File: config.mk
export PLATFORM = sky130hd
export DESIGN_NAME = stuck_fault_tester
export DESIGN_NICKNAME = d
export VERILOG_FILES = /design/src/rtl/stf_pkg.sv /design/src/rtl/stf_injector.sv /design/src/rtl/stf_cut.sv /design/src/rtl/stf_sequencer.sv /design/src/rtl/stf_signature.sv /design/src/rtl/stuck_fault_tester.sv
export SDC_FILE = /design/constraint.sdc
export NUM_CORES = 1
export LEC_CHECK = 0
export ABC_AREA = 0
export BUFFER_PORTS_ARGS = -buffer_cell sky130_fd_sc_hd__buf_4
export CORE_MARGIN = 1.5
export CORE_UTILIZATION = 53
export CTS_CLUSTER_DIAMETER = 30
export DETAILED_ROUTE_END_ITERATION = 6
export PLACE_DENSITY = 0.8
export SYNTH_ARGS = -nofsm -noshare
export SYNTH_HDL_FRONTEND = slang
export SYNTH_SLANG_ARGS = --single-unit
File: constraint.sdc
create_clock -name clk -period 4.3 [get_ports clk]
set_clock_uncertainty 0.15 [all_clocks]
set_input_delay 0.43 -clock clk [delete_from_list [all_inputs] [get_ports clk]]
set_output_delay 0.43 -clock clk [all_outputs]
set_load 0.02 [all_outputs]
File: src/rtl/stf_pkg.sv
package stf_pkg;

  localparam int unsigned NUM_IN    = 3;
  localparam int unsigned NUM_WIRES = 5;
  localparam int unsigned NUM_VEC   = 4;
  localparam int unsigned CODE_W    = 4;
  localparam int unsigned IDX_W     = $clog2(NUM_VEC);

  // bit 2 = x1, bit 1 = x2, bit 0 = x3
  typedef logic [NUM_IN-1:0] vec_t;

  typedef enum logic [1:0] {
    SEQ_IDLE = 2'b00,
    SEQ_RUN  = 2'b01
  } seq_state_e;

  // Ordered minimal test set; order fixes the signature bit positions.
  function automatic vec_t test_vector(input logic [IDX_W-1:0] idx);
    vec_t v;
    case (idx)
      IDX_W'(0): v = 3'b110;
      IDX_W'(1): v = 3'b010;
      IDX_W'(2): v = 3'b011;
      default:   v = 3'b100;
    endcase
    return v;
  endfunction

  // Intact cone response.
  function automatic logic fault_free(input vec_t v);
    return (v[2] & v[1]) | v[0];
  endfunction

endpackage

File: src/rtl/stf_injector.sv
module stf_injector
  import stf_pkg::*;
#(
  parameter int unsigned N_WIRES = NUM_WIRES,
  parameter int unsigned SEL_W   = CODE_W
) (
  input  logic [SEL_W-1:0]   code,
  output logic [N_WIRES-1:0] force_en,
  output logic [N_WIRES-1:0] force_val
);

  // Net k (1-based) = index k-1: tie-low code 2k-1, tie-high code 2k.
  for (genvar w = 0; w < N_WIRES; w++) begin : g_net
    localparam logic [SEL_W-1:0] CODE_LO = SEL_W'(2 * w + 1);
    localparam logic [SEL_W-1:0] CODE_HI = SEL_W'(2 * w + 2);

    logic hit_lo;
    logic hit_hi;

    assign hit_lo       = (code == CODE_LO);
    assign hit_hi       = (code == CODE_HI);
    assign force_en[w]  = hit_lo | hit_hi;
    assign force_val[w] = hit_hi;
  end

endmodule

File: src/rtl/stf_cut.sv
module stf_cut
  import stf_pkg::*;
(
  input  vec_t                 x,
  input  logic [NUM_WIRES-1:0] force_en,
  input  logic [NUM_WIRES-1:0] force_val,
  output logic                 f
);

  localparam int unsigned NET_AND = NUM_IN;
  localparam int unsigned NET_OR  = NUM_IN + 1;

  logic [NUM_IN-1:0] in_net;
  logic              and_raw;
  logic              and_net;
  logic              or_raw;
  logic              or_net;

  // Input nets 1..3 map to x1, x2, x3 (vector bits 2, 1, 0).
  for (genvar i = 0; i < NUM_IN; i++) begin : g_in
    assign in_net[i] = force_en[i] ? force_val[i] : x[NUM_IN-1-i];
  end

  assign and_raw = in_net[0] & in_net[1];
  assign and_net = force_en[NET_AND] ? force_val[NET_AND] : and_raw;
  assign or_raw  = and_net | in_net[2];
  assign or_net  = force_en[NET_OR] ? force_val[NET_OR] : or_raw;
  assign f       = or_net;

endmodule

File: src/rtl/stf_sequencer.sv
module stf_sequencer
  import stf_pkg::*;
#(
  parameter int unsigned STEPS = NUM_VEC,
  localparam int unsigned SW   = $clog2(STEPS)
) (
  input  logic          clk,
  input  logic          rst_n,
  input  logic          start,
  output logic          launch,
  output logic          busy,
  output logic [SW-1:0] step_idx,
  output logic          done
);

  localparam logic [SW-1:0] LAST = SW'(STEPS - 1);

  seq_state_e    state_q, state_d;
  logic [SW-1:0] idx_q, idx_d;
  logic          done_q, done_d;

  assign launch = start & (state_q == SEQ_IDLE);

  always_comb begin
    state_d = state_q;
    idx_d   = idx_q;
    done_d  = 1'b0;
    case (state_q)
      SEQ_IDLE: begin
        if (start) begin
          state_d = SEQ_RUN;
          idx_d   = '0;
        end
      end
      SEQ_RUN: begin
        if (idx_q == LAST) begin
          state_d = SEQ_IDLE;
          idx_d   = '0;
          done_d  = 1'b1;
        end else begin
          idx_d = idx_q + SW'(1);
        end
      end
      default: begin
        state_d = SEQ_IDLE;
        idx_d   = '0;
      end
    endcase
  end

  always_ff @(posedge clk or negedge rst_n) begin
    if (!rst_n) begin
      state_q <= SEQ_IDLE;
      idx_q   <= '0;
      done_q  <= 1'b0;
    end else begin
      state_q <= state_d;
      idx_q   <= idx_d;
      done_q  <= done_d;
    end
  end

  assign busy     = (state_q == SEQ_RUN);
  assign step_idx = idx_q;
  assign done     = done_q;

endmodule

File: src/rtl/stf_signature.sv
module stf_signature
  import stf_pkg::*;
#(
  parameter int unsigned STEPS = NUM_VEC,
  localparam int unsigned SW   = $clog2(STEPS)
) (
  input  logic             clk,
  input  logic             rst_n,
  input  logic             clear,
  input  logic             step_valid,
  input  logic [SW-1:0]    step_idx,
  input  logic             mismatch,
  output logic [STEPS-1:0] sig
);

  for (genvar b = 0; b < STEPS; b++) begin : g_bit
    logic set_en;
    logic bit_en;
    logic bit_d;
    logic bit_q;

    assign set_en = step_valid & (step_idx == SW'(b));
    assign bit_en = clear | set_en;
    assign bit_d  = clear ? 1'b0 : mismatch;

    always_ff @(posedge clk or negedge rst_n) begin
      if (!rst_n) begin
        bit_q <= 1'b0;
      end else if (bit_en) begin
        bit_q <= bit_d;
      end
    end

    assign sig[b] = bit_q;
  end

endmodule

File: src/rtl/stuck_fault_tester.sv
module stuck_fault_tester
  import stf_pkg::*;
(
  input  logic              clk,
  input  logic              rst_n,
  input  logic              start,
  input  logic [CODE_W-1:0] fault_sel,
  output logic              busy,
  output logic              done,
  output logic              fail,
  output logic [NUM_VEC-1:0] signature,
  output logic [NUM_IN-1:0] test_vec,
  output logic              cut_resp
);

  logic                 launch;
  logic [IDX_W-1:0]     step_idx;
  logic [CODE_W-1:0]    fault_q;
  logic [NUM_WIRES-1:0] force_en;
  logic [NUM_WIRES-1:0] force_val;
  logic [NUM_VEC-1:0]   golden_tbl;
  vec_t                 vec_cur;
  logic                 resp;
  logic                 mismatch;

  // Fault code register, loaded only on an accepted start.
  always_ff @(posedge clk or negedge rst_n) begin
    if (!rst_n) begin
      fault_q <= '0;
    end else if (launch) begin
      fault_q <= fault_sel;
    end
  end

  stf_sequencer #(.STEPS(NUM_VEC)) u_seq (
    .clk      (clk),
    .rst_n    (rst_n),
    .start    (start),
    .launch   (launch),
    .busy     (busy),
    .step_idx (step_idx),
    .done     (done)
  );

  stf_injector #(.N_WIRES(NUM_WIRES), .SEL_W(CODE_W)) u_inj (
    .code      (fault_q),
    .force_en  (force_en),
    .force_val (force_val)
  );

  // Fault-free response table derived from the stored vectors.
  for (genvar g = 0; g < NUM_VEC; g++) begin : g_gold
    assign golden_tbl[g] = fault_free(test_vector(IDX_W'(g)));
  end

  assign vec_cur = busy ? test_vector(step_idx) : '0;

  stf_cut u_cut (
    .x         (vec_cur),
    .force_en  (force_en),
    .force_val (force_val),
    .f         (resp)
  );

  assign mismatch = resp ^ golden_tbl[step_idx];

  stf_signature #(.STEPS(NUM_VEC)) u_sig (
    .clk        (clk),
    .rst_n      (rst_n),
    .clear      (launch),
    .step_valid (busy),
    .step_idx   (step_idx),
    .mismatch   (mismatch),
    .sig        (signature)
  );

  assign fail     = |signature;
  assign test_vec = vec_cur;
  assign cut_resp = resp;

endmodule

# Word level (Yosys, flattened, before mapping)
# Cells that the tools add are included.
# classes
addsub	1
n_lt_le_gt_ge	1
n_eq_ne	16
reduce_logical	4
bitwise	17
n_mux	18
# op_table
cell	count
$eq A4 B3 Y1 const B	4
$eq A4 B4 Y1 const B	3
$or A1 B1 Y1	10
$mux W1	9
$pmux W3 S3	1
$eq A4 B2 Y1 const B	2
$mux W2	4
$pmux W2 S2	2
$and A1 B1 Y1	6
$eq A2 B1 Y1 const B	2
$eq A2 B2 Y1 const B	2
$eq A4 B1 Y1 const B	1
$logic_not A2 Y1	2
$reduce_or A4 Y1	1
$lt A2 B3 Y1 const B	1
$mux W3	1
$add A2 B1 Y2 const B	1
$bmux W1 S2	1
$ne A2 B1 Y1 const B	1
$ne A2 B2 Y1 const B	1
$reduce_and A2 Y1	1
$xor A1 B1 Y1	1
# word_totals
in_bits	7
ff_bits	13
wordCells	65
out_inout_bits	11

# Logic depth before layout (Yosys ltp)
# Gate-level depths: netlist (run 1).
# depth
word_depth	10
ltp_mapped	7

# Hierarchy
# A second synthesis (run 1) with hierarchy kept.
# hier_totals
cells_unflattened	82
area_unflattened_um2	822.0
# modules_own_cells
mod	seq_area_each_um2	area_each_um2	cells_each	n_inst
stf_signature	100.1	234.0	21	1
stuck_fault_tester	100.1	229.0	19	1
stf_sequencer	100.1	166.4	13	1
stf_injector	0.0	138.9	22	1
stf_cut	0.0	53.8	7	1

# Worst setup path after synthesis (run 1)
# Ideal clock, no wire load.
# synth_path
path_kind	register -> output
from	reg u_seq.idx_q[0] (netlist: u_seq.step_idx[0])
to	out cut_resp
t_arrival_ns	1.515
required_time_ns	3.720
setup_slack_ns	2.205
path_stages_with_launch	6
path_cell_list	dfrtp_1 inv_1 ha_1 and2_1 a221oi_4 a311oi_4
# synth_via
elab_cells_between_ends	12
cone_classes	eq/ne: 2; mux: 7; bitwise: 2; reduce/logical: 1
# synth_rtl
item	line	source
start: declaration	stf_sequencer.sv:19	logic [SW-1:0] idx_q, idx_d;
start signal: assignment	stf_sequencer.sv:58	idx_q <= idx_d;
$eq A2 B2 Y1 (tied with other cells)	stf_pkg.sv:20	case (idx)
$pmux W3 S3 *	stf_pkg.sv:20	
$mux W3 *	stuck_fault_tester.sv:56	assign vec_cur = busy ? test_vector(step_idx) : '0;
named net test_vec[0]	stuck_fault_tester.sv:12	output logic [NUM_IN-1:0] test_vec,
$mux W1 *	stf_cut.sv:21	assign in_net[i] = force_en[i] ? force_val[i] : x[NUM_IN-1-i];
$or A1 B1 Y1 *	stf_cut.sv:26	assign or_raw = and_net | in_net[2];
$mux W1 *	stf_cut.sv:27	assign or_net = force_en[NET_OR] ? force_val[NET_OR] : or_raw;
end: declaration	stuck_fault_tester.sv:13	output logic cut_resp
# The timed path passes the listed nets; every way through them passes the cells marked *.

# Final worst setup path (run 1)
# layout_path
from	reg u_seq.idx_q[0] (netlist: u_seq.step_idx[0])
to	out cut_resp
# layout_via
elab_chain_cells	8
elab_cells_between_ends	12
cone_classes	eq/ne: 2; mux: 7; bitwise: 2; reduce/logical: 1
# layout_rtl
item	line	source
$eq A2 B2 Y1 (tied with other cells)	stf_pkg.sv:20	
$pmux W3 S3 *	stf_pkg.sv:20	
$mux W3 *	stuck_fault_tester.sv:56	
$mux W1	stf_cut.sv:21	
$and A1 B1 Y1	stf_cut.sv:24	assign and_raw = in_net[0] & in_net[1];
$mux W1	stf_cut.sv:25	assign and_net = force_en[NET_AND] ? force_val[NET_AND] : and_raw;
$or A1 B1 Y1 *	stf_cut.sv:26	
$mux W1 *	stf_cut.sv:27	
# Mark *: on every way between the ends. The rest lies on a longest branch, timed or not.

==> metrics, run 1 <==
status finished, final reports clean; setup_tns 0 ps; Die X 39.3 microns; post-synth cell types 26; Final Hold Fails 0; Synth Instances 67; share of cells above drive strength 1 34.9%; Yosys top cell area share 42.9%; slowest CP cell dfrtp_1; Mapped Area 699 sq um; Peak Freq 392 MHz; Max Cap Viol 0; CP Launch Type flop; clock sinks 12; Hold Crit Endpoint fault_q[1]; commonest non-fill, non-tap cell in the layout buf_4; Post-Route WL 1400 microns; worst path required time 3720 ps; first-pass GRT wire length 2110 microns; Ys Warns 0; leakage power 0.412 nW; Port-buffer cells 17; largest net degree at the start of global routing 15; H-tree levels 1; critical path type reg2out; Setup crit end kind primary output; worst r2r dst u_sig.g_bit[1].bit_q; antenna viol nets, final 0; CP Cell Sequence inv_1 -> ha_1 -> inv_1 -> o211ai_2 -> a311oi_4 -> buf_4; wire per inst 14.4 microns; Max Slew Vio Count 0; Via-to-Cell Ratio 5.38; Synth area leaders dfrtp_1 43%, ha_1 7.2%, mux2_2 4.8%, o21ai_0 4.3%, buf_4 4.3%; CP peak stage delay 410 ps; Ant. Diodes 0; die area 1550 sq um; Iter 0 DRT Violations 3; P per Cell Area 961 nW/um^2; Area growth syn-to-layout 21.8%; Yosys reg bits 12; area leader, netlist dfrtp_1; final worst path period share 59.4%; r2r setup slk 2220 ps; post-synthesis sequential area ratio 42.9%; syn nets 78; GRT Residual Overflow 0; Tmin final 2550 ps; initial antenna violation count 0; Synth Area per Inst 10.4 sq um; DRC violations left 0; R2R depth 7; VDD IR max 0.487 mV; Hold Crit Start fault_sel[1]; Worst slew margin 65.4%; most frequent cells in the layout 17 x buf_4, 12 x dfrtp_1, 7 x inv_1; final net count 95; cell repeated most along the worst path inv_1; worst r2r src u_seq.step_idx[0]; Initial Utilization 59.7%; worst hold stages 3; DRT Pass-1 Iters 6; fin worst setup slack 1750 ps; CTS root buffer clkbuf_4; Core Util, Final 72.8%; Finish-stage setup viols 0; overall routing resource usage 21.7%; std cell rows 12; Die Height 39.3 microns; worst-case clock buffer depth 2; Setup WS pre-CTS 2050 ps; critical path peak fanout 4; CORE AREA 1170 sq um; Clock Latency Late Sink 280 ps; Clock transition at path regs 80 ps; total CTS buffers 3; Post-CTS Resized 0; Top delay family on crit path compound AO/OA/AOI/OAI gates; unrepaired setup endpoints after global routing false; PnR Total Power 819 uW; hpwl dp 1090 microns; vias in the first global route 466; routability cong. 0.834; Boundary Pins 18; Tightest Hold Check Type in2reg; CTS tree built; arrival time worst endpoint 1970 ps; fill count 94; Buffers & Inverters on Critical Path 3; Via Count 522; measured slew at the worst slew-check pin 518 ps
## worst max-delay path by stage
stage,slack (ps),startpoint,depth (start not counted),endpoint
after floorplan,2210,u_seq.step_idx[0],5,cut_resp
after global placement,2120,u_seq.step_idx[0],6,cut_resp
after detailed placement,2050,u_seq.step_idx[0],6,cut_resp
after CTS,1750,u_seq.step_idx[0],6,cut_resp
after global routing,1640,u_seq.step_idx[0],6,cut_resp
final,1750,u_seq.step_idx[0],6,cut_resp
## synthesized netlist by cell type
cell       n
inv_1      7
o21bai_1   1
mux2_2     3
ha_1       4
buf_4      4
and2_1     1
a211oi_1   1
a22o_1     1
nand2_1    5
a21o_1     1
or3b_4     1
a311oi_4   1
dfrtp_1   12
o21ai_1    2
clkbuf_1   1
xor2_1     1
o211ai_2   1
a21oi_1    2
or4_1      1
a221oi_4   1
o21ai_0    6
nor2b_1    3
nor2_1     4
a221oi_1   1
buf_2      1
and2b_2    1
## repair_timing
action                                 CTS  global route
setup buffers                            0             0
endpoints found under the hold margin   12             0
hold buffers                             1             0
## metal layers
layer	share of wire (%)	track usage [%]
met4	1.5	10.3
met5	0	0
met1	43	27.0
met3	4.8	3.41
met2	50	36.3
## report_power, final
part / total (mW) / switching [mW] / internal, mW
Combinational: 0.502 / 0.274 / 0.227
Clock: 0.0896 / 0.0380 / 0.0515
Sequential: 0.228 / 0.0612 / 0.167
## sequential cells by signal (all words and copies together) (netlist names)
name,cells
fault_q,4
u_seq.done,1
u_seq.state_q,1
u_seq.step_idx,2
u_sig.g_bit.bit_q,4
## area by class of cell
class                           instances  area [sq um]  share of cell area, %
Multi-Input combinational cell         42           334                   39.2
Sequential cell                        12           300                   35.2
Timing Repair Buffer                   18           138                   16.2
Clock buffer                            4          36.3                   4.26
Inverter                                7          26.3                   3.08
Tap cell                               14          17.5                   2.06
## worst register-to-register path, stage by stage, from the launching register on
cell and delay (ps):
dfrtp_1 410, inv_1 80, ha_1 330, inv_1 150, o211ai_2 130, a311oi_4 400
xor2_1 230, o21ai_1 90
## stage by stage
stage	instances	area [sq um]	hold WS (ps)
finish	97	852	210
CTS	97	852	210
detailed placement	92	806	127
global route	97	852	231
floorplan	67	699	-15.6
global placement	92	806	126
## kinds of logic (layout without fill, tap and decap cells)
logic type | count (synthesis) | count (layout) | synth area share [%]
simple gates | 16 | 16 | 12.3
flops | 12 | 12 | 42.9
xor+xnor | 1 | 1 | 1.25
fa+ha+maj | 4 | 4 | 7.16
compound gates | 18 | 18 | 22.2
buf+inv | 13 | 29 | 9.30
mux | 3 | 3 | 4.83
No activity file was read; power rests on OpenSTA's default activity.
==> run 2, diff against run 1 <==
--- a/config.mk
+++ b/config.mk
@@ -5,13 +5,13 @@
 export SDC_FILE = /design/constraint.sdc
 export NUM_CORES = 1
 export LEC_CHECK = 0
-export ABC_AREA = 0
+export ABC_AREA = 1
 export BUFFER_PORTS_ARGS = -buffer_cell sky130_fd_sc_hd__buf_4
 export CORE_MARGIN = 1.5
-export CORE_UTILIZATION = 53
+export CORE_UTILIZATION = 46
 export CTS_CLUSTER_DIAMETER = 30
 export DETAILED_ROUTE_END_ITERATION = 6
-export PLACE_DENSITY = 0.8
+export PLACE_DENSITY = 0.73
 export SYNTH_ARGS = -nofsm -noshare
 export SYNTH_HDL_FRONTEND = slang
 export SYNTH_SLANG_ARGS = --single-unit
==> constraint.sdc (replaced) <==
create_clock -name clk -period 2.2 [get_ports clk]
set_clock_uncertainty 0.15 [all_clocks]
set_input_delay 0.22 -clock clk [delete_from_list [all_inputs] [get_ports clk]]
set_output_delay 0.22 -clock clk [all_outputs]
set_load 0.02 [all_outputs]
==> run 2 against run 1 <==
Effect of this change: core utilization decreased by 10 points; register-to-register slack worse by 1800 ps; sequential power rose by 91%; flip-flop and latch count did not move.
==> metrics, run 2 <==
status finished, final reports clean; share of cells above drive strength 1 32.5% (-2.5 points); measured slew at the worst slew-check pin 462 ps (-56.0 ps); PnR Total Power 1.65 mW (+100%); Synth Instances 96 (+43%); Final Hold Fails 0 (unchanged); Post-Route WL 1430 microns (+2.0%); area leader, netlist dfrtp_1; r2r setup slk 460 ps (-1760 ps); most common flop cell mapped by yosys dfrtp_1; Clock Latency Late Sink 270 ps (about the same); Tightest Hold Check Type in2reg; VDD IR max 1.02 mV (+110%); post-synth cell types 19 (-27%); total CTS buffers 3 (unchanged); setup_tns 0 ps (unchanged); P per Cell Area 1740 nW/um^2 (+81%); worst-case clock buffer depth 2 (unchanged); worst r2r dst u_sig.g_bit[2].bit_q; GRT Residual Overflow 0 (unchanged); routability cong. 0.800 (-4.1%); Setup crit end kind primary output; number of synthesized flops with an enable pin 0 (unchanged); top cells by count, synth 23 x nand2_1, 19 x inv_1, 12 x dfrtp_1, 8 x nand3_1, 7 x o21ai_0; unrepaired setup endpoints after global routing false; CP Launch Type flop; Top delay family on crit path buffers and inverters; Post-synth ARST share 100% (unchanged); Clock transition at path regs 80 ps (about the same); critical path type reg2out; multi-input logic area 334 sq um (unchanged); Setup crit start u_seq.step_idx[0]; Synth area leaders dfrtp_1 40%, nand2_1 11%, inv_1 9.4%, ha_1 6.6%, nand3_1 5.3%; Die Height 43.6 microns (+11%); worst r2r src u_seq.step_idx[0]; Via Count 639 (+22%); worst path required time 1830 ps (-1890 ps); Yosys reg bits 12 (unchanged); post-synthesis sequential area ratio 39.7% (-3.3 points); Mapped Area 757 sq um (+8.2%); Ant. Diodes 0 (unchanged); hpwl dp 1060 microns (-3.5%); most common cell in the netlist nand2_1; worst hold stages 3 (unchanged); CP Depth 10 (+4); critical path peak fanout 4 (unchanged); Synth Area per Inst 7.89 sq um (-24%); std cell rows 14 (+2); CTS tree built; Worst setup endpoint cut_resp; wire per inst 10.7 microns (-26%); Boundary Pins 18 (unchanged); arrival time worst endpoint 1700 ps (-270 ps); DRC violations left 0 (unchanged); die area 1900 sq um (+23%); vias in the first global route 563 (+21%); CP peak stage delay 410 ps (about the same); Max Slew Vio Count 0 (unchanged); Yosys top cell area share 39.7% (-3.3 points); fill count 145 (+54%); H-tree levels 1 (unchanged); first-pass GRT wire length 2350 microns (+11%); initial antenna violation count 0 (unchanged); Via-to-Cell Ratio 4.80 (-11%); R2R depth 12 (+5); largest net degree at the start of global routing 13 (-2); final net count 129 (+36%); Peak Freq 484 MHz; final worst path period share 93.9%; commonest non-fill, non-tap cell in the layout nand2_1; clock sinks 12 (unchanged); Die X 43.6 microns (+11%); flip-flop and latch area 300 sq um (unchanged); leakage power 0.543 nW (+32%); CORE AREA 1520 sq um (+30%); overall routing resource usage 16.9% (-4.8 points); Finish-stage setup viols 0 (unchanged); most frequent cells in the layout 22 x nand2_1, 18 x buf_4, 17 x inv_1; syn nets 107 (+37%); Initial Utilization 49.7% (-10 points); DRT Pass-1 Iters 2 (-4); Ys Warns 0 (unchanged); Tmin final 2070 ps; antenna viol nets, final 0 (unchanged); Max Cap Viol 0 (unchanged); Worst slew margin 69.2% (+3.8 points); Area growth syn-to-layout 25.5%; Port-buffer cells 17 (unchanged); slowest CP cell dfrtp_1; CTS root buffer clkbuf_4; CP Cell Sequence buf_4 -> ha_1 -> inv_1 -> nand2_2 -> nand2_1 -> nand2_1 -> nand2_2 -> nand3_2 -> inv_1 -> buf_4; Iter 0 DRT Violations 8 (+5); Buffers & Inverters on Critical Path 4 (+1)
-- run 2: cell types whose count changed after synthesis, sizes merged, moves of 2 or more --
cell / before / now
inv: 7 / 20
mux2: 3 / 0
a221oi: 2 / 0
nor2b: 3 / 0
a21oi: 2 / 0
nand3: 0 / 10
nand2: 5 / 29
-- run 2: worst min path at each step --
stage                 start                    to  slack (ps)
3_5_place_dp          rst_n  u_sig.g_bit[1].bit_q         -80
3_3_place_gp          rst_n  u_sig.g_bit[1].bit_q         -80
5_1_grt        fault_sel[0]            fault_q[0]          10
4_1_cts        fault_sel[0]            fault_q[0]         0.9
6_report       fault_sel[0]            fault_q[0]          10
2_1_floorplan         rst_n            fault_q[0]        -230
-- run 2: report_power, final --
group          internal, mW  switching [mW]  leakage, nW
Combinational         0.412           0.623        0.371
Sequential            0.325           0.111        0.151
Clock                 0.101          0.0765       0.0210
-- run 2: kinds of logic after synthesis --
kind of cell / synth area share [%]
flip-flops: 39.7
adder cells (fa/ha/maj): 6.61
AND/OR/NAND/NOR: 30.6
buffers and inverters: 16.5
AO/OA/AOI/OAI: 6.61
-- run 2: tightest hold or removal path, stage by stage --
cell and delay (ps):
buf_4 80, nand2_1 40, o21ai_0 60
-- run 2: layer usage --
metal | up-vias | GRT usage (%) | share of wire [%]
li1 | 335 | - | -
met1 | 286 | 19.7 | 46
met2 | 16 | 28.5 | 48
met3 | 2 | 5.00 | 4.6
met4 | 0 | 7.27 | 1.5
met5 | - | 0 | 0
-- run 2: layout make-up --
type / instances / share of cell area (%)
well taps: 16 / 2.11
multi-input cells: 58 / 35.2
flip-flops and latches: 12 / 31.6
clock buffers: 4 / 3.82
repair buffers: 22 / 18.4
inverters: 21 / 8.83
-- run 2: metrics by stage --
stage	setup WS, ps	util, %	hold slack, ps	instance area, sq um	cells
2_1_floorplan	575	-	-226	757	96
3_3_place_gp	482	56.7	-81.9	863	124
3_5_place_dp	427	56.7	-80.1	863	124
4_1_cts	93.6	61.7	0.929	940	132
5_1_grt	1.17	62.3	14.5	950	133
6_report	134	62.3	12.4	950	133
-- run 2: timing repair --
action | 4_1_cts | 5_1_grt
hold endpoints to repair | 15 | 0
setup buffers | 0 | 1
hold buffers | 4 | 0
endpoints found under the setup margin | 0 | 1
gates resized for setup | 0 | 3
